--- src/rtl/dma_chain_engine.sv ---
module dma_chain_engine #(
  parameter int NCH = 4,
  parameter int QW  = 8,
  localparam int CB = $clog2(NCH)
) (
  input  logic          clk,
  input  logic          rst_n,
  input  logic          reg_we,
  input  logic [CB+2:0] reg_addr,
  input  logic [31:0]   reg_wdata,
  output logic [31:0]   reg_rdata,
  output logic          mem_req,
  output logic          mem_we,
  output logic [31:0]   mem_addr,
  output logic [31:0]   mem_wdata,
  output logic [3:0]    mem_be,
  input  logic          mem_gnt,
  input  logic [31:0]   mem_rdata,
  input  logic          mem_err,
  output logic          irq
);
  typedef enum logic [2:0] {S_IDLE, S_DESC, S_RD0, S_RD1, S_WR} st_t;

  st_t st;
  logic [31:0]   src_q [NCH];
  logic [31:0]   dst_q [NCH];
  logic [31:0]   cnt_q [NCH];
  logic [31:0]   nxt_q [NCH];
  logic [QW+7:0] ctl_q [NCH];
  logic [NCH-1:0] busy, segd, chnd, errf, needd, eoc;
  logic [CB-1:0] cur, last, pick;
  logic [1:0]    dix;
  logic [QW:0]   used;
  logic [31:0]   w0, w1;

  wire [CB-1:0] wch = reg_addr[CB+2:3];
  wire [2:0]    wrg = reg_addr[2:0];
  wire [31:0] s = src_q[cur];
  wire [31:0] d = dst_q[cur];
  wire [31:0] r = cnt_q[cur];
  wire [31:0] np = nxt_q[cur];
  wire [QW-1:0] quota = ctl_q[cur][QW+7:8];
  wire chain = ctl_q[cur][1];

  wire [2:0] room  = 3'd4 - {1'b0, d[1:0]};
  wire [2:0] n     = (r < 32'(room)) ? r[2:0] : room;
  wire       split = ({1'b0, s[1:0]} + n) > 3'd4;
  wire [31:0] sh   = 32'({w1, w0} >> {s[1:0], 3'b000});
  wire [3:0]  bm   = 4'((5'd1 << n) - 5'd1);
  wire [QW:0] used_n = used + (QW+1)'(n);

  assign mem_req = (st == S_DESC) || (st == S_RD0 && r != 0) || (st == S_RD1) || (st == S_WR);
  assign mem_we  = (st == S_WR);
  assign mem_wdata = (st == S_WR) ? (sh << {d[1:0], 3'b000}) : 32'h0;
  assign mem_be  = (st == S_WR) ? (bm << d[1:0]) : (mem_req ? 4'hF : 4'h0);

  always_comb begin
    case (st)
      S_DESC:  mem_addr = {np[31:2], 2'b00} + {28'h0, dix, 2'b00};
      S_RD0:   mem_addr = {s[31:2], 2'b00};
      S_RD1:   mem_addr = {s[31:2], 2'b00} + 32'd4;
      S_WR:    mem_addr = {d[31:2], 2'b00};
      default: mem_addr = 32'h0;
    endcase
  end

  wire xfer  = mem_req & mem_gnt;
  wire ok    = xfer & ~mem_err;
  wire fault = xfer & mem_err;
  wire fin   = (st == S_RD0 && r == 0) || (st == S_WR && ok && r == 32'(n));

  always_comb begin
    pick = last;
    for (int i = NCH; i >= 1; i--)
      if (busy[CB'((int'(last) + i) % NCH)]) pick = CB'((int'(last) + i) % NCH);
  end

  always_comb begin
    irq = 1'b0;
    for (int i = 0; i < NCH; i++)
      irq = irq | (segd[i] & ctl_q[i][2]) | (chnd[i] & ctl_q[i][3]) | (errf[i] & ctl_q[i][4]);
  end

  always_comb begin
    case (wrg)
      3'd0:    reg_rdata = 32'(ctl_q[wch]);
      3'd1:    reg_rdata = src_q[wch];
      3'd2:    reg_rdata = dst_q[wch];
      3'd3:    reg_rdata = cnt_q[wch];
      3'd4:    reg_rdata = nxt_q[wch];
      3'd5:    reg_rdata = {28'h0, errf[wch], chnd[wch], segd[wch], busy[wch]};
      default: reg_rdata = 32'h0;
    endcase
  end

  always_ff @(posedge clk) begin
    if (!rst_n) begin
      st <= S_IDLE; cur <= '0; last <= CB'(NCH - 1); dix <= '0; used <= '0;
      w0 <= '0; w1 <= '0;
      busy <= '0; segd <= '0; chnd <= '0; errf <= '0; needd <= '0; eoc <= '0;
      for (int i = 0; i < NCH; i++) begin
        src_q[i] <= '0; dst_q[i] <= '0; cnt_q[i] <= '0; nxt_q[i] <= '0; ctl_q[i] <= '0;
      end
    end else begin
      if (reg_we) begin
        case (wrg)
          3'd0: if (!busy[wch]) begin
            ctl_q[wch] <= {reg_wdata[QW+7:1], 1'b0};
            if (reg_wdata[0]) begin
              busy[wch] <= 1'b1; needd[wch] <= reg_wdata[1]; eoc[wch] <= 1'b0;
            end
          end
          3'd1: if (!busy[wch]) src_q[wch] <= reg_wdata;
          3'd2: if (!busy[wch]) dst_q[wch] <= reg_wdata;
          3'd3: if (!busy[wch]) cnt_q[wch] <= reg_wdata;
          3'd4: if (!busy[wch]) nxt_q[wch] <= reg_wdata;
          3'd5: begin
            segd[wch] <= segd[wch] & ~reg_wdata[1];
            chnd[wch] <= chnd[wch] & ~reg_wdata[2];
            errf[wch] <= errf[wch] & ~reg_wdata[3];
          end
          default: ;
        endcase
      end
      case (st)
        S_IDLE: if (|busy) begin
          cur <= pick; last <= pick; used <= '0; dix <= '0;
          st <= needd[pick] ? S_DESC : S_RD0;
        end
        S_DESC: if (ok) begin
          dix <= dix + 2'd1;
          case (dix)
            2'd0: src_q[cur] <= mem_rdata;
            2'd1: dst_q[cur] <= mem_rdata;
            2'd2: cnt_q[cur] <= mem_rdata;
            default: begin
              nxt_q[cur] <= mem_rdata; eoc[cur] <= mem_rdata[0];
              needd[cur] <= 1'b0; st <= S_RD0;
            end
          endcase
        end
        S_RD0: if (ok) begin w0 <= mem_rdata; st <= split ? S_RD1 : S_WR; end
        S_RD1: if (ok) begin w1 <= mem_rdata; st <= S_WR; end
        S_WR: if (ok) begin
          src_q[cur] <= s + 32'(n); dst_q[cur] <= d + 32'(n); cnt_q[cur] <= r - 32'(n);
          used <= used_n;
          st <= (used_n >= {1'b0, quota}) ? S_IDLE : S_RD0;
        end
        default: st <= S_IDLE;
      endcase
      if (fault) begin
        busy[cur] <= 1'b0; errf[cur] <= 1'b1; st <= S_IDLE;
      end
      if (fin) begin
        segd[cur] <= 1'b1; st <= S_IDLE;
        if (chain && !eoc[cur]) needd[cur] <= 1'b1;
        else begin busy[cur] <= 1'b0; chnd[cur] <= 1'b1; end
      end
    end
  end

  assert_hold_R11: assert property (@(posedge clk) disable iff (!rst_n)
    (mem_req && !mem_gnt) |=> (mem_req && $stable(mem_addr)));

  assert_lanes_R3: assert property (@(posedge clk) disable iff (!rst_n)
    (mem_req && mem_we) |-> (mem_be != 4'h0));

  assert_owner_R6: assert property (@(posedge clk) disable iff (!rst_n)
    (st != S_IDLE && $past(st) != S_IDLE) |-> $stable(cur));

  assert_quota_R6: assert property (@(posedge clk) disable iff (!rst_n)
    (st != S_IDLE) |-> (used == '0 || used < {1'b0, quota}));

  assert_irq_src_R9: assert property (@(posedge clk) disable iff (!rst_n)
    irq |-> ((segd | chnd | errf) != '0));

  for (genvar g = 0; g < NCH; g++) begin : g_chk
    assert_busy_end_R2: assert property (@(posedge clk) disable iff (!rst_n)
      $fell(busy[g]) |-> (chnd[g] || errf[g]));
  end
endmodule

--- config.mk ---
export PLATFORM = sky130hd
export DESIGN_NAME = dma_chain_engine
export DESIGN_NICKNAME = d
export VERILOG_FILES = /design/src/rtl/dma_chain_engine.sv
export SDC_FILE = /design/constraint.sdc
export NUM_CORES = 2
export LEC_CHECK = 0
export CORE_ASPECT_RATIO = 0.6
export CORE_MARGIN = 2
export CORE_UTILIZATION = 30
export CTS_BUF_LIST = sky130_fd_sc_hd__clkbuf_2
export DETAILED_ROUTE_END_ITERATION = 6
export SETUP_SLACK_MARGIN = 0.05
export SYNTH_ARGS = -nofsm -noshare
export SYNTH_HDL_FRONTEND = slang
export SYNTH_SLANG_ARGS = --single-unit
--- constraint.sdc ---
create_clock -name clk -period 10.7 [get_ports clk]
set_clock_uncertainty 0.15 [all_clocks]
set_input_delay 2.675 -clock clk [delete_from_list [all_inputs] [get_ports clk]]
set_output_delay 2.675 -clock clk [all_outputs]
set_load 0.1 [all_outputs]
* Word-level counts from Yosys, hierarchy flattened
Memories as Yosys holds them, arrays and structs flattened. A register that Yosys moved wholly into a read port is not among the register bits. Index checks and enable logic that the tools add are counted.
Word-level totals: bits in latches 0, word-level logic and storage cells 337, memories kept 5, memory bits (read-only) 0, input bits 74, bits in registers 106, memory bits (writable) 572
Memories:
- cnt_q | depth 4, width 32, rd ports 2, clocked after Yosys merged registers in 1, wr ports 4, line 27 | logic [31:0] cnt_q [NCH];
- dst_q | depth 4, width 32, rd ports 2, clocked after Yosys merged registers in 1, wr ports 4, line 26 | logic [31:0] dst_q [NCH];
- nxt_q | depth 4, width 32, rd ports 2, clocked after Yosys merged registers in 1, wr ports 4, line 28 | logic [31:0] nxt_q [NCH];
- src_q | depth 4, width 32, rd ports 2, clocked after Yosys merged registers in 1, wr ports 4, line 25 | logic [31:0] src_q [NCH];
- ctl_q | depth 4, width 15, rd ports 6, clocked after Yosys merged registers in 1, wr ports 4, line 29 | logic [QW+7:0] ctl_q [NCH];
Cells by class: multiply operators 0, reduce and logical (&&, ||, !) cells 37, add/sub/neg operators 14, shift operators 4, divide/modulo/power cells 0, eq/ne operators 18, multiplexer cells 186, bitwise operators 48, $lt $le $gt $ge 12
Operator list (number):
- 32-bit 2-to-1 mux | 12
- 32-bit OR reduction | 8
- 32-bit case mux with 6 select lines | 1
- 4-bit 2-to-1 mux | 43
- 32-bit case mux with 4 select lines | 1
- 1-bit 2-to-1 mux | 71
- 32-bit by 3-bit adder with 32-bit output | 2
- 64-bit by 5-bit >> shifter with 32-bit output | 1
- 2-bit 2-to-1 mux | 27
- 32-bit by 3-bit adder with 32-bit output (second input constant) | 1
- 32-bit by 4-bit adder with 32-bit output | 1
- 32-bit by 3-bit equality test with 1-bit output | 1
- 32-bit zero test | 1
- 32-bit by 3-bit < comparator with 1-bit output | 1
- 32-bit nonzero test | 1
- 32-bit by 5-bit left shift with 32-bit output | 1
- 32-bit by 3-bit subtractor with 32-bit output | 1
- 3-bit 2-to-1 mux | 8
- 1-bit binary-select mux with 2-bit select | 10
- 4-bit bitwise mux | 5
- 4-bit OR | 5
- 1-bit bitwise AND | 18
- 9-bit 2-to-1 mux | 2
- 9-bit case mux with 2 select lines | 1
- 40 further kinds | 96

* Depth between registers and ports, before layout
depth after elaboration 18, mapped depth 32, gate-level depth less buffers 24

* Least setup slack after synthesis
No wires, ideal clock.
path kind in2out, start point in reg_addr[3], end point out reg_rdata[19], setup slack 1.100 ns, data required time 7.875 ns, data arrival time 6.775 ns, stages 7, path buffers 4, path through clkbuf_1 -> buf_2 -> clkbuf_1 -> buf_1 -> mux4_2 -> a22oi_1 -> o21ai_0
Between the ends: cells in the longest elaborated chain, start to end 2
Ends and longest elaborated chain:
- start, declared | line 9 | input logic [CB+2:0] reg_addr,
- memory 4 x 32 bit (on tied branches)
- 32-bit case mux with 6 select lines (*) | line 85 | case (wrg)
- end, declared | line 11 | output logic [31:0] reg_rdata,
Mark *: on every way between the ends. The rest lies on a longest branch, timed or not.

==> flow_metrics.tcl <==
set metrics [dict create \
    regToRegSetupSlack_ns 2.51 \
    gp_congestion 1.012 \
    r2r_cells 20 \
    synth-seq-cells 672 \
    yosys-top-cells-count "edfxtp_1 (572), o21ai_0 (444), nand3_1 (381), nand2_1 (326), mux4_2 (300)" \
    cts_root_buf "clkbuf_2" \
    grtUsageTotal_pct 25.54 \
    ys_warn_count 0 \
    cts.sinks 672 \
    syn_area_um2 42550 \
    tns_ns 0 \
    netlist_instances 3880 \
    cts.clk_slew.worst_paths_ns 0.14 \
    first_iter_violations 7065 \
    cts_tree "built" \
    worstHoldPathType "reg2reg" \
    route.detailed.drc 0 \
    cts_max_level 4 \
    num-fill-cells 14160 \
    min_to "used[0]$_SDFFE_PN0P_" \
    layout-drive-gt1-share_pct 19.44 \
    combPwrFrac_pct 20.2 \
    p_sw_mw 2.164 \
    hold_violations 0 \
    synth_cell_types 84 \
    p_per_area_nw_per_um2 127.3 \
    cts_buffers 154 \
    grt_max_degree 89 \
    overflow 0 \
    placed_area_um2 46250 \
    slew_headroom_pct 3.913 \
    yosys.area.top_type_share_pct 40.37 \
    critPathRequiredTime_ns 7.88 \
    grt_pass1_vias 34860 \
    synth_edf_count 572 \
    io_buffers 174 \
    drt-vias-per-instance 6.332 \
    grt_setup_unrepaired "no" \
    wl_per_cell_um 32.01 \
    timing.fmax_mhz 99.80 \
    die_w_um 490.2 \
    antenna_found_initial 8 \
    wirelength_um 190700 \
    rows 106 \
    synthTopCellsByArea "edfxtp_1 (40%), mux4_2 (16%), o21ai_0 (5.2%)" \
    p_int_mw 3.904 \
    arrival_ns 7.20 \
    synthArstFlopShare_pct 0 \
    worstSetupPathType "reg2out" \
    end_kind "output pin" \
    fin_nets 4052 \
    cts.path.max_buffers 3 \
    slew_viol_final 0 \
    clk_latency_ns 1.51 \
    fp.dieArea_um2 145000 \
    die_h_um 295.7 \
    synth_seq_area_share_pct 45.07 \
    period_needed_ns 10.02 \
    vdd_drop_max_mv 0.07263 \
    firstDrtPassIters 7 \
    timing.final.crit_share_pct 93.65 \
    r2r_end "src_q[2][26]$_DFFE_PP_" \
    finalSetupViolCount 0 \
    tightest_slew_ns 1.430 \
    grt_pass1_wl_um 265900 \
    ant_nets 0 \
    io_pins 177 \
    clockPowerShare_pct 30.4 \
    synth-main-ff-cell "edfxtp_1" \
    p_leak_nw 15.63 \
    hp-start "used[0]$_SDFFE_PN0P_" \
    post_cts_buffers 0 \
    core_area_um2 140100 \
    start_util_pct 30.38 \
    syn2layout_area_growth_pct 12.03 \
    hold_slack_ns 0.3135 \
    finalInstanceArea_um2 47670 \
    ctsResizeCount 0 \
    syn_avg_cell_area_um2 10.97 \
    power.share.switching_pct 35.66 \
    hold_buffers 0 \
    crit_fanout 65 \
    yosys.area.top_type "edfxtp_1" \
    seqPwrFrac_pct 49.4 \
    outcome "finished, final reports clean" \
    min_path_cells 2 \
    power_mw 6.069 \
    synth.most_common_cell "edfxtp_1" \
    dp_hpwl_um 131400 \
    maxCapViolCount 0 \
    vias 37710 \
    start_kind "flop" \
]
-- state kept, by name (all words and copies together), names as in the netlist, 9 cells and up, named ones only --
| signal | count |
|---|---|
| cnt_q | 128 |
| ctl_q | 60 |
| dst_q | 128 |
| nxt_q | 128 |
| src_q | 128 |
| used | 9 |
| w0 | 32 |
| w1 | 24 |
-- placed cells by master, fill, tap and decap left out, types with 26 or more instances in the layout --
cell and n:
a22o_1 138, nand2_1 315, mux4_2 300, a21oi_1 132, nand3_1 372, and2_1 29, buf_4 118, a21o_1 43
ha_1 30, mux2i_1 86, clkdlybuf4s50_1 167, clkinv_1 34, a22oi_1 28, a211oi_1 33, edfxtp_1 572, inv_1 61
and3_1 39, xnor2_1 72, xor2_1 59, nand4_1 59, nor3_1 45, o21ai_0 439, dfxtp_1 98, nand2b_1 26
nor2_1 163, clkbuf_2 215
-- critical path, stage by stage (launching register included) --
cell,delay [ns]
dfxtp_4,0.65
buf_12,0.42
mux4_2,0.63
nor4_2,0.84
nand4_2,0.43
or4_1,0.65
nand2_1,0.42
inv_1,0.14
o221ai_1,0.21
clkdlybuf4s50_1,1.17
-- kinds of logic after synthesis --
group                    after synthesis  synth area share (%)
AND/OR/NAND/NOR                     1232                 14.31
AO/OA/AOI/OAI                        947                 13.91
flip-flops                           672                 45.07
buffers and inverters                452                 4.343
multiplexers                         410                 18.54
XOR/XNOR                             131                 2.697
adder cells (fa/ha/maj)               35                 1.117
other                                  1              0.008814
-- routing by layer --
layer  GRT usage (%)  vias to the layer above  wire [µm]
met2           34.25                     3567      74850
met4           9.056                        4       7191
met1           35.03                    18460      71610
li1                -                    15230          -
met5               0                        -        241
met3           12.66                      457      36750
-- worst max-delay path by stage --
stage               depth (start not counted)             to
finish                                      9      mem_be[3]
global route                                9      mem_be[3]
CTS                                        11      mem_be[3]
detailed placement                          7  reg_rdata[31]
global placement                            7  reg_rdata[31]
floorplan                                   7  reg_rdata[19]
-- stage by stage --
stage                     worst slack [ns]  cells  util, %
after detailed placement             1.564   5677    33.02
final                               0.6799   5956    34.03
after global placement               1.581   5677    33.02
after CTS                           0.5610   5944    34.01
after floorplan                      1.100   3881        -
after global routing                0.4021   5953    34.03
-- cell type report --
class / count / area (µm²) / area share [%]
Clock inverter: 52 / 315.3 / 0.6615
Antenna cell: 12 / 30.03 / 0.06300
Tap cell: 1890 / 2365 / 4.961
Sequential cell: 672 / 19190 / 40.25
Timing Repair Buffer: 295 / 2684 / 5.630
Multi-Input combinational cell: 2757 / 21770 / 45.68
Inverter: 63 / 236.5 / 0.4961
Clock buffer: 215 / 1076 / 2.257
-- power groups by stage --
stage	clock, mW	combinational [mW]	sequential, mW
after detailed placement	0	1.18	3.05
after CTS	1.83	1.19	2.99
after global placement	0	1.18	3.05
final	1.85	1.23	3.00
after global routing	1.96	1.25	3.00
after floorplan	0	0.758	3.02
Power figures use the tool's default switching activity.
